## src/rtl/evt_pkg.sv

```systemverilog
package evt_pkg;

  // 1-to-0 transition between the delayed copy and the current level
  function automatic logic fell(input logic prev, input logic cur);
    return prev & ~cur;
  endfunction

  // bits needed to hold a countdown that starts at win
  function automatic int unsigned cnt_width(input int unsigned win);
    return (win < 2) ? 1 : $clog2(win + 1);
  endfunction

  // set of live inputs other than position idx
  function automatic logic others_live(input logic [31:0] live, input int idx);
    logic [31:0] m;
    m = live;
    m[idx] = 1'b0;
    return |m;
  endfunction

endpackage

```

## src/rtl/evt_sync.sv

```systemverilog
module evt_sync #(
  parameter int unsigned N_IN   = 4,
  parameter int unsigned STAGES = 2
) (
  input  logic            clk,
  input  logic            rst,
  input  logic [N_IN-1:0] d_async,
  output logic [N_IN-1:0] q_sync
);
  for (genvar g = 0; g < N_IN; g++) begin : g_bit
    logic [STAGES-1:0] chain;
    always_ff @(posedge clk) begin
      if (rst) chain <= '1;
      else     chain <= {chain[STAGES-2:0], d_async[g]};
    end
    assign q_sync[g] = chain[STAGES-1];
  end
endmodule

```

## src/rtl/evt_edge.sv

```systemverilog
module evt_edge
  import evt_pkg::*;
#(
  parameter int unsigned N_IN     = 4,
  parameter bit          USE_QUAL = 1'b1
) (
  input  logic            clk,
  input  logic            rst,
  input  logic [N_IN-1:0] sync_q,
  input  logic            stable_in,
  output logic [N_IN-1:0] hist_q,
  output logic [N_IN-1:0] fall
);
  logic qual_ok;

  if (USE_QUAL) begin : g_qual
    assign qual_ok = stable_in;
  end else begin : g_noqual
    logic unused_stable;
    assign unused_stable = stable_in;
    assign qual_ok = 1'b1;
  end

  // history follows the synchronised level regardless of the qualifier
  always_ff @(posedge clk) begin
    if (rst) hist_q <= '1;
    else     hist_q <= sync_q;
  end

  always_comb begin
    for (int i = 0; i < int'(N_IN); i++)
      fall[i] = fell(hist_q[i], sync_q[i]) & qual_ok;
  end
endmodule

```

## src/rtl/evt_coin.sv

```systemverilog
module evt_coin
  import evt_pkg::*;
#(
  parameter int unsigned N_IN = 4,
  parameter int unsigned WIN  = 2
) (
  input  logic            clk,
  input  logic            rst,
  input  logic [N_IN-1:0] fall,
  output logic            coin,
  output logic [N_IN-1:0] live,
  output logic [N_IN-1:0] coin_set
);
  localparam int unsigned CW = cnt_width(WIN);
  localparam logic [CW-1:0] RELOAD = CW'(WIN);

  for (genvar g = 0; g < N_IN; g++) begin : g_cnt
    logic [CW-1:0] cnt;
    always_ff @(posedge clk) begin
      if (rst)               cnt <= '0;
      else if (fall[g])      cnt <= RELOAD;
      else if (cnt != '0)    cnt <= cnt - 1'b1;
    end
    assign live[g] = fall[g] | (cnt != '0);
  end

  always_comb begin
    logic [31:0] lv;
    lv = 32'(live);
    coin = 1'b0;
    for (int i = 0; i < int'(N_IN); i++)
      coin = coin | (fall[i] & others_live(lv, i));
  end

  always_ff @(posedge clk) begin
    if (rst)       coin_set <= '0;
    else if (coin) coin_set <= live;
  end
endmodule

```

## src/rtl/evt_capture_top.sv

```systemverilog
module evt_capture_top #(
  parameter int unsigned N_IN     = 4,
  parameter int unsigned WIN      = 2,
  parameter bit          USE_QUAL = 1'b1
) (
  input  logic            clk,
  input  logic            rst,
  input  logic [N_IN-1:0] evt_in,
  input  logic            stable_in,
  output logic [N_IN-1:0] evt_pulse,
  output logic            coin_pulse,
  output logic [N_IN-1:0] coin_set
);
  localparam int unsigned SYNC_STAGES = 2;

  logic [N_IN-1:0] sync_q;
  logic [N_IN-1:0] hist_q;
  logic [N_IN-1:0] fall;
  logic [N_IN-1:0] live;
  logic            coin;

  evt_sync #(.N_IN(N_IN), .STAGES(SYNC_STAGES)) u_sync (
    .clk(clk), .rst(rst), .d_async(evt_in), .q_sync(sync_q)
  );

  evt_edge #(.N_IN(N_IN), .USE_QUAL(USE_QUAL)) u_edge (
    .clk(clk), .rst(rst), .sync_q(sync_q), .stable_in(stable_in),
    .hist_q(hist_q), .fall(fall)
  );

  evt_coin #(.N_IN(N_IN), .WIN(WIN)) u_coin (
    .clk(clk), .rst(rst), .fall(fall), .coin(coin),
    .live(live), .coin_set(coin_set)
  );

  assign evt_pulse  = fall;
  assign coin_pulse = coin;
endmodule

```

## config.mk

```make
export PLATFORM = sky130hd
export DESIGN_NAME = evt_capture_top
export DESIGN_NICKNAME = d
export VERILOG_FILES = /design/src/rtl/evt_pkg.sv /design/src/rtl/evt_sync.sv /design/src/rtl/evt_edge.sv /design/src/rtl/evt_coin.sv /design/src/rtl/evt_capture_top.sv
export SDC_FILE = /design/constraint.sdc
export NUM_CORES = 1
export LEC_CHECK = 0
export ABC_CLOCK_PERIOD_IN_PS = 2400
export BUFFER_PORTS_ARGS = -buffer_cell sky130_fd_sc_hd__buf_2
export CAP_MARGIN = 20
export CORE_MARGIN = 1
export CORE_UTILIZATION = 50
export DETAILED_ROUTE_END_ITERATION = 10
export PLACE_DENSITY = 0.82
export RECOVER_POWER = 50
export SYNTH_ARGS = -nofsm -noshare
export SYNTH_HDL_FRONTEND = slang
export SYNTH_SLANG_ARGS = --single-unit
```

## constraint.sdc

```tcl
create_clock -name clk -period 2.4 [get_ports clk]
set_input_delay 0.24 -clock clk [delete_from_list [all_inputs] [get_ports clk]]
set_output_delay 0.24 -clock clk [all_outputs]
set_load 0.03 [all_outputs]
```

==> flow_summary.ini <==
[logic_synthesis]
yosys.area.top_type_share_pct = 51.1
synth_nets = 92
ys_ff_latch = 24
synth_edf_count = 0
yosysSeqAreaShare_pct = 51.1
async_flop_share_pct = 0
synthCells = 85
ys.flop_type = dfxtp_1
ys_top_cells_by_area = dfxtp_1, or2_1, nor3_4
ys_warn_count = 0
synthesis.area_um2 = 941
syn_avg_cell_area_um2 = 11.1
ys_types = 15
yosysTopAreaCell = dfxtp_1

[layout]
multi_input_area_um2 = 392
layout_commonest_cell = dfxtp_1
drive_above_1_share_pct = 29.3
final_area_um2 = 1050
final_cell_mix = dfxtp_1, buf_2, or2_1
nets = 107
diodes = 0
area_growth_pct = 11.3
area.sequential_um2 = 480
final.fill_count = 156

[timing]
worstMarginPinSlew_ns = 0.994
finalSetupTns_ns = 0
fmax_ghz = 0.458
finalClockSkew_ns = 0.00667
max-slew-margin-rel_pct = 33.7
period_needed_ns = 2.18
final-setup-viol-count = 0
hold_violations = 0
drv_slew = 0
rsz0062_at_grt = no
finalCritPeriodShare_pct = 91.0

[routing]
ant_nets = 0
vias_per_cell = 4.71
drt-wirelength-per-cell_um = 11.1
drc = 0
vias = 584
drt_first_pass_iters = 3
drtIter0Drc = 3
wl_mm = 1.38

[pwr]
leakage_uw = 0.000464
clkPwrFrac_pct = 30.8
seqPwrFrac_pct = 61.8
pwr-share-comb_pct = 7.4
powerDensity_nw_per_um2 = 638
switching_share_pct = 21.8
peakVddDrop_mv = 0.452
switchingPower_uw = 145
p_int_uw = 523

[hold_path]
hold_end = u_sync.g_bit[0].chain[0]
hp-class = in2reg
hold_depth = 2
min_from = evt_in[0]

[grt]
globalRoute.totalOverflow = 0
grt_pass1_vias = 515
grt_pass1_wl_mm = 2.24
grt_max_degree = 29
grt_usage_pct = 16.0
antenna_found_initial = 0

[critical_path]
start_kind = flip-flop
slowest_stage = nor4_4
r2r_slack_ns = 0.45
cp.required_ns = 2.16
reg2reg_depth = 6
r2r_end = u_coin.coin_set[3]
path_max_fanout = 5
reg2reg_from = u_sync.g_bit[3].chain[1]
crit_chain = and3b_1 -> nor3_4 -> a31oi_1 -> nor4_4 -> inv_1 -> buf_2
endpoint_kind = output port
path_class = reg2out
slowest_delay_ns = 0.44
crit_arrival_ns = 1.94

[clock_tree]
cts_sinks = 24
cts-htree-levels = 1
clock_latency_ns = 0.31
post_cts.repair.setup_buffers = 0
numCtsBuffers = 3
ctsResizeCount = 0
clk_path_buf_depth = 2
cts_tree = yes
path_clk_slew_ns = 0.12
root_buffer = clkbuf_4
cts_hold_buf = 0

[die]
ios = 16
initial_core_util_pct = 53.9
die_h_um = 45.4
core-area_um2 = 1750
fp-row-count = 15
die-area_um2 = 2060
dieWidth_um = 45.4

[place]
routabilityCongestion = 0.737
placed_cell_area_um2 = 997
portBuffers = 15
hpwl_mm = 1.01

[status]
status = complete, no violations

[flow_run]
max_cap_viol_count = 0
==> registers in the layout (all words and copies together) (netlist names) <==
register / cells
u_coin.g_cnt.cnt: 8
u_sync.g_bit.chain: 8
u_coin.coin_set: 4
u_edge.hist_q: 4
==> how the worst max path moves through the flow <==
stage                                   from         end  cells past startpoint
floorplan           u_sync.g_bit[3].chain[1]  coin_pulse                      6
global placement                   stable_in  coin_pulse                      7
detailed placement                 stable_in  coin_pulse                      7
CTS                 u_sync.g_bit[2].chain[1]  coin_pulse                      6
global route        u_sync.g_bit[2].chain[1]  coin_pulse                      6
finish              u_sync.g_bit[3].chain[1]  coin_pulse                      6
==> critical path: cells and delay by family (launching register included) <==
family,cells,cell delay (ns)
DFF,1,0.33
AOI/OAI and AO/OA,1,0.16
buffers and inverters,2,0.25
and+or+nand+nor,3,0.88
==> per-layer routing <==
metal | up-vias | global-route usage, % | part of all wire, %
li1 | 306 | - | -
met1 | 260 | 16.3 | 42
met2 | 14 | 27.7 | 52
met3 | 4 | 4.76 | 2.6
met4 | 0 | 10.9 | 3.1
met5 | - | 0 | 0
==> power groups by stage <==
stage	Combinational (µW)	Sequential (µW)	Clock, µW
2_1_floorplan	38.1	422	0
3_3_place_gp	46.3	422	0
3_5_place_dp	47.8	422	0
4_1_cts	47.9	413	213
5_1_grt	54.0	414	236
6_report	49.5	413	206
==> synth_stat cells (4+ instances only) <==
| library cell | instances |
|---|---|
| nor2b_1 | 4 |
| a31oi_1 | 4 |
| a21oi_1 | 4 |
| dfxtp_1 | 24 |
| and3b_1 | 4 |
| mux2_4 | 4 |
| inv_1 | 5 |
| or2_1 | 12 |
| nor3_4 | 4 |
| nor2_1 | 8 |
| nor4b_1 | 4 |
==> kinds of logic (layout without fill, tap and decap cells) <==
family	Yosys count	in the layout	share of synthesized area, %
mux	4	4	6.38
flops	24	24	51.1
buf+inv	12	26	7.31
simple gates	37	37	30.5
compound gates	8	8	4.79
==> area by class of cell <==
cell class	count	area share (%)
tap	25	2.99
clock buffer	4	3.46
sequential	24	45.9
multi-input combinational	49	37.4
inverter	5	1.79
timing repair buffer	17	8.48
==> metrics by stage <==
stage               total power [µW]  util, %  setup WS (ns)  hold WS (ns)  std cells
floorplan                        460        -          0.520         0.337         85
global placement                 468     57.1          0.486         0.386        118
detailed placement               470     57.1          0.425         0.391        118
CTS                              674     59.2          0.129        0.0872        122
global route                     704     60.0         0.0512        0.0670        124
finish                           668     60.0          0.216        0.0914        124
(Power assumes the default switching activity.)
